File: src/rtl/ctg_pkg.sv
package ctg_pkg;

  localparam int VADDR_W = 13;
  localparam int ROW_W   = 8;
  localparam int COL_W   = 5;
  localparam int PHASE_W = 3;

  typedef struct packed {
    logic               wait_n;
    logic               rd_n;
    logic               is_attr;
    logic [VADDR_W-1:0] addr;
  } ctg_out_t;

  localparam ctg_out_t CTG_IDLE = '{wait_n: 1'b1, rd_n: 1'b1, is_attr: 1'b0, addr: '0};

  // Display byte: row high pair, row within cell, cell row, column.
  function automatic logic [VADDR_W-1:0] pix_addr(input logic [ROW_W-1:0] y,
                                                  input logic [COL_W-1:0] c);
    return {y[7:6], y[2:0], y[5:3], c};
  endfunction

  // Attribute byte: fixed 110 prefix, then cell row and column.
  function automatic logic [VADDR_W-1:0] attr_addr(input logic [ROW_W-1:0] y,
                                                   input logic [COL_W-1:0] c);
    return {3'b110, y[7:6], y[5:3], c};
  endfunction

endpackage

File: src/rtl/ctg_raster_pos.sv
module ctg_raster_pos #(
  parameter int LINE_TSTATES = 224,
  parameter int FRAME_LINES  = 312,
  localparam int T_W    = $clog2(LINE_TSTATES),
  localparam int LINE_W = $clog2(FRAME_LINES)
) (
  input  logic              clk,
  input  logic              rst_n,
  input  logic              tstate_en,
  input  logic              frame_start,
  output logic [T_W-1:0]    tstate_q,
  output logic [LINE_W-1:0] line_q,
  output logic [T_W-1:0]    tstate_nxt,
  output logic [LINE_W-1:0] line_nxt
);

  localparam logic [T_W-1:0]    T_LAST = T_W'(LINE_TSTATES - 1);
  localparam logic [LINE_W-1:0] L_LAST = LINE_W'(FRAME_LINES - 1);

  logic end_of_line;
  logic end_of_frame;

  assign end_of_line  = (tstate_q == T_LAST);
  assign end_of_frame = end_of_line && (line_q == L_LAST);

  always_comb begin
    tstate_nxt = tstate_q;
    line_nxt   = line_q;
    if (frame_start) begin
      tstate_nxt = '0;
      line_nxt   = '0;
    end else if (tstate_en) begin
      if (end_of_line) begin
        tstate_nxt = '0;
        line_nxt   = end_of_frame ? '0 : line_q + 1'b1;
      end else begin
        tstate_nxt = tstate_q + 1'b1;
      end
    end
  end

  always_ff @(posedge clk or negedge rst_n) begin
    if (!rst_n) begin
      tstate_q <= '0;
      line_q   <= '0;
    end else begin
      tstate_q <= tstate_nxt;
      line_q   <= line_nxt;
    end
  end

endmodule

File: src/rtl/ctg_fetch_decode.sv
module ctg_fetch_decode
  import ctg_pkg::*;
#(
  parameter int          LINE_TSTATES   = 224,
  parameter int          ACTIVE_TSTATES = 128,
  parameter int          PICTURE_LINES  = 192,
  parameter int          FRAME_LINES    = 312,
  parameter int          CONTEND_START  = 14336,
  parameter logic [7:0]  STALL_MASK     = 8'b1100_1111,
  localparam int T_W       = $clog2(LINE_TSTATES),
  localparam int LINE_W    = $clog2(FRAME_LINES),
  localparam int ACT_W     = $clog2(ACTIVE_TSTATES),
  localparam int TOP_LINES = CONTEND_START / LINE_TSTATES
) (
  input  logic [T_W-1:0]    tstate,
  input  logic [LINE_W-1:0] line,
  output logic              in_window,
  output ctg_out_t          dec
);

  localparam logic [LINE_W-1:0] FIRST_ROW = LINE_W'(TOP_LINES);
  localparam logic [LINE_W-1:0] END_ROW   = LINE_W'(TOP_LINES + PICTURE_LINES);
  localparam logic [T_W-1:0]    ACT_END   = T_W'(ACTIVE_TSTATES);

  logic [PHASE_W-1:0] phase;
  logic [ACT_W-1:0]   t_act;
  logic [LINE_W-1:0]  row_full;
  logic [ROW_W-1:0]   row;
  logic [COL_W-1:0]   col;
  logic               fetching;

  assign phase    = tstate[PHASE_W-1:0];
  assign t_act    = ACT_W'(tstate);
  assign row_full = line - FIRST_ROW;
  assign row      = ROW_W'(row_full);
  assign col      = {t_act[ACT_W-1:PHASE_W], phase[1]};
  assign in_window = (line >= FIRST_ROW) && (line < END_ROW) && (tstate < ACT_END);
  assign fetching  = in_window && !phase[2];

  always_comb begin
    dec = CTG_IDLE;
    if (in_window) begin
      dec.wait_n = !STALL_MASK[phase];
    end
    if (fetching) begin
      dec.rd_n    = 1'b0;
      dec.is_attr = phase[0];
      dec.addr    = phase[0] ? attr_addr(row, col) : pix_addr(row, col);
    end
  end

endmodule

File: src/rtl/ctg_out_reg.sv
module ctg_out_reg
  import ctg_pkg::*;
(
  input  logic     clk,
  input  logic     rst_n,
  input  ctg_out_t d,
  output ctg_out_t q
);

  always_ff @(posedge clk or negedge rst_n) begin
    if (!rst_n) q <= CTG_IDLE;
    else        q <= d;
  end

endmodule

File: src/rtl/ctg_contention_gen.sv
module ctg_contention_gen
  import ctg_pkg::*;
#(
  parameter int         LINE_TSTATES   = 224,
  parameter int         ACTIVE_TSTATES = 128,
  parameter int         PICTURE_LINES  = 192,
  parameter int         FRAME_LINES    = 312,
  parameter int         CONTEND_START  = 14336,
  parameter logic [7:0] STALL_MASK     = 8'b1100_1111
) (
  input  logic                clk,
  input  logic                rst_n,
  input  logic                tstate_en,
  input  logic                frame_start,
  output logic                wait_n,
  output logic                rd_n,
  output logic [VADDR_W-1:0]  vaddr,
  output logic                fetch_attr
);

  localparam int T_W    = $clog2(LINE_TSTATES);
  localparam int LINE_W = $clog2(FRAME_LINES);

  logic [T_W-1:0]    tstate_q;
  logic [LINE_W-1:0] line_q;
  logic [T_W-1:0]    tstate_nxt;
  logic [LINE_W-1:0] line_nxt;
  logic              window_nxt;
  ctg_out_t          dec_nxt;
  ctg_out_t          out_q;

  ctg_raster_pos #(
    .LINE_TSTATES (LINE_TSTATES),
    .FRAME_LINES  (FRAME_LINES)
  ) u_pos (
    .clk         (clk),
    .rst_n       (rst_n),
    .tstate_en   (tstate_en),
    .frame_start (frame_start),
    .tstate_q    (tstate_q),
    .line_q      (line_q),
    .tstate_nxt  (tstate_nxt),
    .line_nxt    (line_nxt)
  );

  ctg_fetch_decode #(
    .LINE_TSTATES   (LINE_TSTATES),
    .ACTIVE_TSTATES (ACTIVE_TSTATES),
    .PICTURE_LINES  (PICTURE_LINES),
    .FRAME_LINES    (FRAME_LINES),
    .CONTEND_START  (CONTEND_START),
    .STALL_MASK     (STALL_MASK)
  ) u_dec (
    .tstate    (tstate_nxt),
    .line      (line_nxt),
    .in_window (window_nxt),
    .dec       (dec_nxt)
  );

  ctg_out_reg u_oreg (
    .clk   (clk),
    .rst_n (rst_n),
    .d     (dec_nxt),
    .q     (out_q)
  );

  assign wait_n     = out_q.wait_n;
  assign rd_n       = out_q.rd_n;
  assign vaddr      = out_q.addr;
  assign fetch_attr = out_q.is_attr;

endmodule

File: config.mk
export PLATFORM = sky130hd
export DESIGN_NAME = ctg_contention_gen
export DESIGN_NICKNAME = d
export VERILOG_FILES = /design/src/rtl/ctg_pkg.sv /design/src/rtl/ctg_raster_pos.sv /design/src/rtl/ctg_fetch_decode.sv /design/src/rtl/ctg_out_reg.sv /design/src/rtl/ctg_contention_gen.sv
export SDC_FILE = /design/constraint.sdc
export NUM_CORES = 1
export LEC_CHECK = 0
export ABC_AREA = 0
export BUFFER_PORTS_ARGS = -buffer_cell sky130_fd_sc_hd__buf_2
export CAP_MARGIN = 10
export CORE_ASPECT_RATIO = 0.9
export CORE_MARGIN = 2
export CORE_UTILIZATION = 30
export DETAILED_ROUTE_END_ITERATION = 8
export PLACE_DENSITY = 0.56
export SYNTH_ARGS = -nofsm -noshare
export SYNTH_HDL_FRONTEND = slang
export SYNTH_SLANG_ARGS = --single-unit
File: constraint.sdc
create_clock -name clk -period 2.21 [get_ports clk]
set_input_delay 0.442 -clock clk [delete_from_list [all_inputs] [get_ports clk]]
set_output_delay 0.442 -clock clk [all_outputs]
set_load 0.005 [all_outputs]
# Yosys cells after proc, flatten, opt, wreduce, memory -nomap -nowiden
# Memory sizes are Yosys's and may differ from the RTL's.
# Index checks and enable logic that the tools add are counted.
totals:
  register_bits: 33
  rom_bits: 8
  output_inout_bits: 16
  word_cells: 33
  memories: 1
mem_list:
  columns: ["name", "words", "word_bits", "rd", "rd_ports_with_merged_regs", "write_ports", "line_no", "source"]
  rows:
  - ["(name not given)", 8, 1, 1, 0, 0, "ctg_fetch_decode.sv:43", "dec.wait_n = !STALL_MASK[phase];"]
op_classes:
  add_sub_neg: 3
  n_lt_le_gt_ge: 4
  eq_ne: 2
  muxes: 11
  reduce_logical: 6
op_table:
  columns: ["operator", "n"]
  rows:
  - ["9-bit 2-to-1 mux", 4]
  - ["8-bit 2-to-1 mux", 3]
  - ["15-bit 2-to-1 mux", 1]
  - ["13-bit 2-to-1 mux", 1]
  - ["9-bit by 1-bit adder with 9-bit output, second input constant", 1]
  - ["9-bit equality test, second input constant", 1]
  - ["9-bit by 7-bit >= comparator with 1-bit output, second input constant", 1]
  - ["9-bit < comparator, second input constant", 1]
  - ["8-bit by 1-bit adder with 8-bit output, second input constant", 1]
  - ["8-bit equality test, second input constant", 1]
  - ["8-bit < comparator, second input constant", 1]
  - ["8-bit by 7-bit subtractor with 8-bit output, second input constant", 1]
  - ["1-bit logical AND", 4]
  - ["3-bit by 4-bit < comparator with 1-bit output, second input constant", 1]
  - ["1-bit logical NOT", 2]
  - ["1-bit 2-to-1 mux", 2]

# Longest topological paths before layout
logic_depth:
  ltp_word: 11
  ltp_mapped: 11

# Cells and area by module
# Synthesis repeated with hierarchy kept, for this count alone.
unflattened:
  cells_unflattened: 145
  area_unflattened_um2: 1529.0
by_module_without_submodules:
  columns: ["mod", "instances", "cells_per_inst", "area_each_um2"]
  rows:
  - ["ctg_raster_pos", 1, 97, 909.6]
  - ["ctg_out_reg", 1, 16, 402.9]
  - ["ctg_fetch_decode", 1, 32, 216.5]

# Least setup slack after synthesis
# Ideal clock, no wire load.
synth_path:
  path_type: "register to register"
  startpoint: "register u_pos.tstate_q[0]"
  endpoint: "register u_oreg.q[2] (netlist name)"
  arrival_time_ns: 2.282
  t_required_ns: 2.075
  path_slack_ns: -0.207
  stages_incl_launch_ff: 12
  path_buffers: 1
  period_less_slack_ns: 2.417
  cell_sequence: "dfrtp_1 ha_1 nand3_1 nor4_2 xnor2_1 or2_2 ha_1 o211ai_1 a211oi_2 o21ai_2 buf_6 nor3_2"
synth_rtl:
  columns: ["element", "line_no", "source"]
  rows:
  - ["from (decl)", "ctg_raster_pos.sv:11", "output logic [T_W-1:0] tstate_q,"]
  - ["from (signal assigned)", "ctg_raster_pos.sv:47", "tstate_q <= tstate_nxt;"]
  - ["to (signal assigned)", "ctg_out_reg.sv:11", "if (!rst_n) q <= CTG_IDLE;"]
  - ["to (signal assigned)", "ctg_out_reg.sv:12", "else q <= d;"]
  - ["to (decl)", "ctg_out_reg.sv:7", "output ctg_out_t q"]

==> flow_summary.ini <==
[global_route]
grt_pass1_vias = 1437
grt_pass1_wl_microns = 7250
antenna_found_initial = 0
grt.total_usage = 0.151
grt_max_degree = 34
grt.overflow.total = 0

[drt]
wl_per_cell_microns = 14.8
ant_nets = 0
via_count = 1416
dr.pass1.iters = 4
vias_per_cell = 4.82
drtIter0Drc = 61
routed_wl_microns = 4340
drc_errors = 0

[die]
num_rows = 26
ioPinCount = 20
start_util = 0.306
die_w_microns = 83.6
dieArea_sq_mm = 0.00632
die_height_microns = 75.6
core_sq_mm = 0.00560

[sta]
min_period_over_period = 1.10
drv_slew = 0
fmax_mhz = 412
rsz0062_at_grt = yes
setup_ws_ps = -218
tns_ps = -2770
period_needed_ps = 2430
whs_ps = 209
finalHoldViolations = 0
setup_viol = 16
relSlewSlack = 0.510
worst_pin_slew_ps = 735
fin_skew_ps = 5.68

[power]
p_per_area_mw_per_mm2 = 477
p_total_mw = 1.16
ir_drop_v = 0.000237
leakagePower_nw = 1.14

[layout]
nets = 230
drive_gt1_frac = 0.478
regArea_sq_um = 828
final_cells = 294
multi_input_area_sq_um = 957
fillers = 561
antennaDiodeCount = 0
areaGrowthSynthToFinish_pct = 41.6

[critical_path]
startpoint_type = flop
worst_ep_arrival_time_ps = 2620
crit_slowest_cell = dfrtp_1
cp_cell_sequence = ha_4, nand4_1, nor4_4, xnor2_2, nor2_2, ha_4, o211ai_1, a211oi_2, buf_4, o21ai_4, nor4_2
cpPeakStageDelay_ps = 390
worstSetupPathType = flop to flop
crit_top_cell = ha_4
cp_max_fo = 8
crit_path_end_kind = flop
crit_required_ps = 2400

[run]
cap_violations = 0

[logic_synthesis]
synth.net_count = 168
ys_warn_count = 0
synth_edf_count = 0
synth_top_family_by_area = simple AND/OR/NAND/NOR gates
netlist_area_sq_mm = 0.00171
synthMuxAreaShare = 0.0380
synth-simple-area-share = 0.257
synth-adder-area-share = 0.0219
synth_xor_area_frac = 0.0512
yosysSeqAreaShare = 0.484
syn_avg_cell_area_sq_um = 10.6
synth_ff_type = dfrtp_1
async_reset_ff_frac = 1.00
synth_compound_area_frac = 0.102
synth_cell_types = 50
ys_ff_latch = 33
synthCells = 161

[clocking]
cts_max_path_buffers = 2
path_clk_slew_ps = 60
postCtsHoldBufs = 0
tritoncts.num_buffers = 5
clockRootBuffer = clkbuf_8
clk_latency_ps = 290
h-tree-depth = 2
clock-sinks = 33
cts_tree = done

[worst_hold_path]
hold_path.class = primary input to asynchronous set/reset pin

[run_status]
status = finished with violations
violations = setup timing

[placed_design]
hpwl_microns = 3090
gp_congestion = 0.844
place_ws_ps = -414
dp_cells = 276
portBuffers = 19
[through the flow]
stage / utilization / instance area (sq um)
floorplan: - / 1750
global placement: 0.383 / 2140
detailed placement: 0.383 / 2140
CTS: 0.419 / 2340
global route: 0.433 / 2420
finish: 0.433 / 2420
[cells in the final DEF (no fill, tap or decap), drive strengths merged, types with 2 or more instances in the layout]
master / instances
buf: 63
dfrtp: 31
nor2: 17
nor3: 12
inv: 8
nand4: 7
nand3: 7
clkbuf: 6
o21ai: 6
nand2: 5
mux2i: 5
xor2: 5
xnor2: 5
nor4: 4
a21oi: 4
nor2b: 3
ha: 3
and2: 2
and3: 2
o22ai: 2
o211ai: 2
clkinv: 2
dfstp: 2
or2: 2
nor3b: 2
a2111oi: 2
a211oi: 2
[registers in the layout, summed over array words and instances (netlist names)]
register,cells
u_oreg.q,16
u_pos.line_q,9
u_pos.tstate_q,8
[critical path, delay by kind of cell, from the launching register on]
family	cells	cell delay [ps]
compound gates	3	440
buf+inv	1	180
xor+xnor	1	120
simple gates	4	890
flops	1	390
fa+ha+maj	2	300
[synth_stat cells, drive strengths merged (2+ instances only)]
cell / count / area, sq um
nand3: 7 / 35.0
a211oi: 2 / 20.0
a2111oi: 2 / 23.8
o22ai: 2 / 12.5
a21oi: 4 / 23.8
or2: 2 / 12.5
and3: 2 / 12.5
o21ai: 5 / 28.8
ha: 3 / 37.5
nor2b: 3 / 18.8
xor2: 5 / 43.8
o211ai: 2 / 15.0
buf: 5 / 33.8
clkbuf: 4 / 15.0
inv: 8 / 30.0
nand2: 5 / 18.8
and2: 2 / 12.5
nor2: 17 / 63.8
nor3: 12 / 96.4
nor4: 4 / 37.5
dfrtp: 31 / 776
nor3b: 2 / 15.0
mux2i: 5 / 50.1
xnor2: 5 / 43.8
nand4: 7 / 50.1
dfstp: 2 / 52.6
[cells by family after synthesis]
group	Yosys count
AND/OR/NAND/NOR	69
flip-flops	33
AO/OA/AOI/OAI	23
buffers and inverters	17
XOR/XNOR	10
multiplexers	6
adder cells (fa/ha/maj)	3
[area by class of cell]
| cell class | instances | share of cell area |
|---|---|---|
| flip-flops and latches | 33 | 0.342 |
| clock buffers | 6 | 0.0300 |
| clock inverters | 2 | 0.00413 |
| well taps | 70 | 0.0362 |
| inverters | 8 | 0.0124 |
| repair buffers | 63 | 0.180 |
| multi-input cells | 112 | 0.395 |
[where the power goes]
part           switching, mW  total (mW)  internal, mW
clock                  0.219       0.437         0.218
sequential           0.00548       0.615         0.610
combinational         0.0603       0.103        0.0428
[per-layer routing]
| layer | routed length [microns] | share of wire | vias to the layer above | GRT usage |
|---|---|---|---|---|
| met5 | 0 | 0 | - | 0 |
| met4 | 96 | 0.022 | 0 | 0.0735 |
| met3 | 183 | 0.042 | 10 | 0.0379 |
| met2 | 1950 | 0.45 | 29 | 0.228 |
| met1 | 2120 | 0.49 | 673 | 0.205 |
| li1 | - | - | 704 | - |
[path summary, 6_finish.rpt]
| check | start | depth (start not counted) | end | slack [ps] |
|---|---|---|---|---|
| worst max-delay path | u_pos.tstate_q[0] | 11 | u_oreg.q[7] | -220 |
| worst min-delay path | rst_n | 1 | u_pos.tstate_q[6] | 210 |
| min in group clk | frame_start | 2 | u_pos.tstate_q[1] | 540 |
| worst min register to register | u_pos.line_q[1] | 2 | u_pos.line_q[1] | 630 |
| max in group asynchronous | rst_n | 1 | u_pos.line_q[0] | 1520 |
| worst max register to register | u_pos.tstate_q[0] | 11 | u_oreg.q[7] | -220 |
[timing repair]
action / 4_1_cts / 5_1_grt
setup buffers: 6 / 4
pin swaps: 7 / 5
setup endpoints to repair: 15 / 16
gates resized for setup: 10 / 14
cloned: 1 / 0
Note: power is estimated with default switching activity, not from simulation.
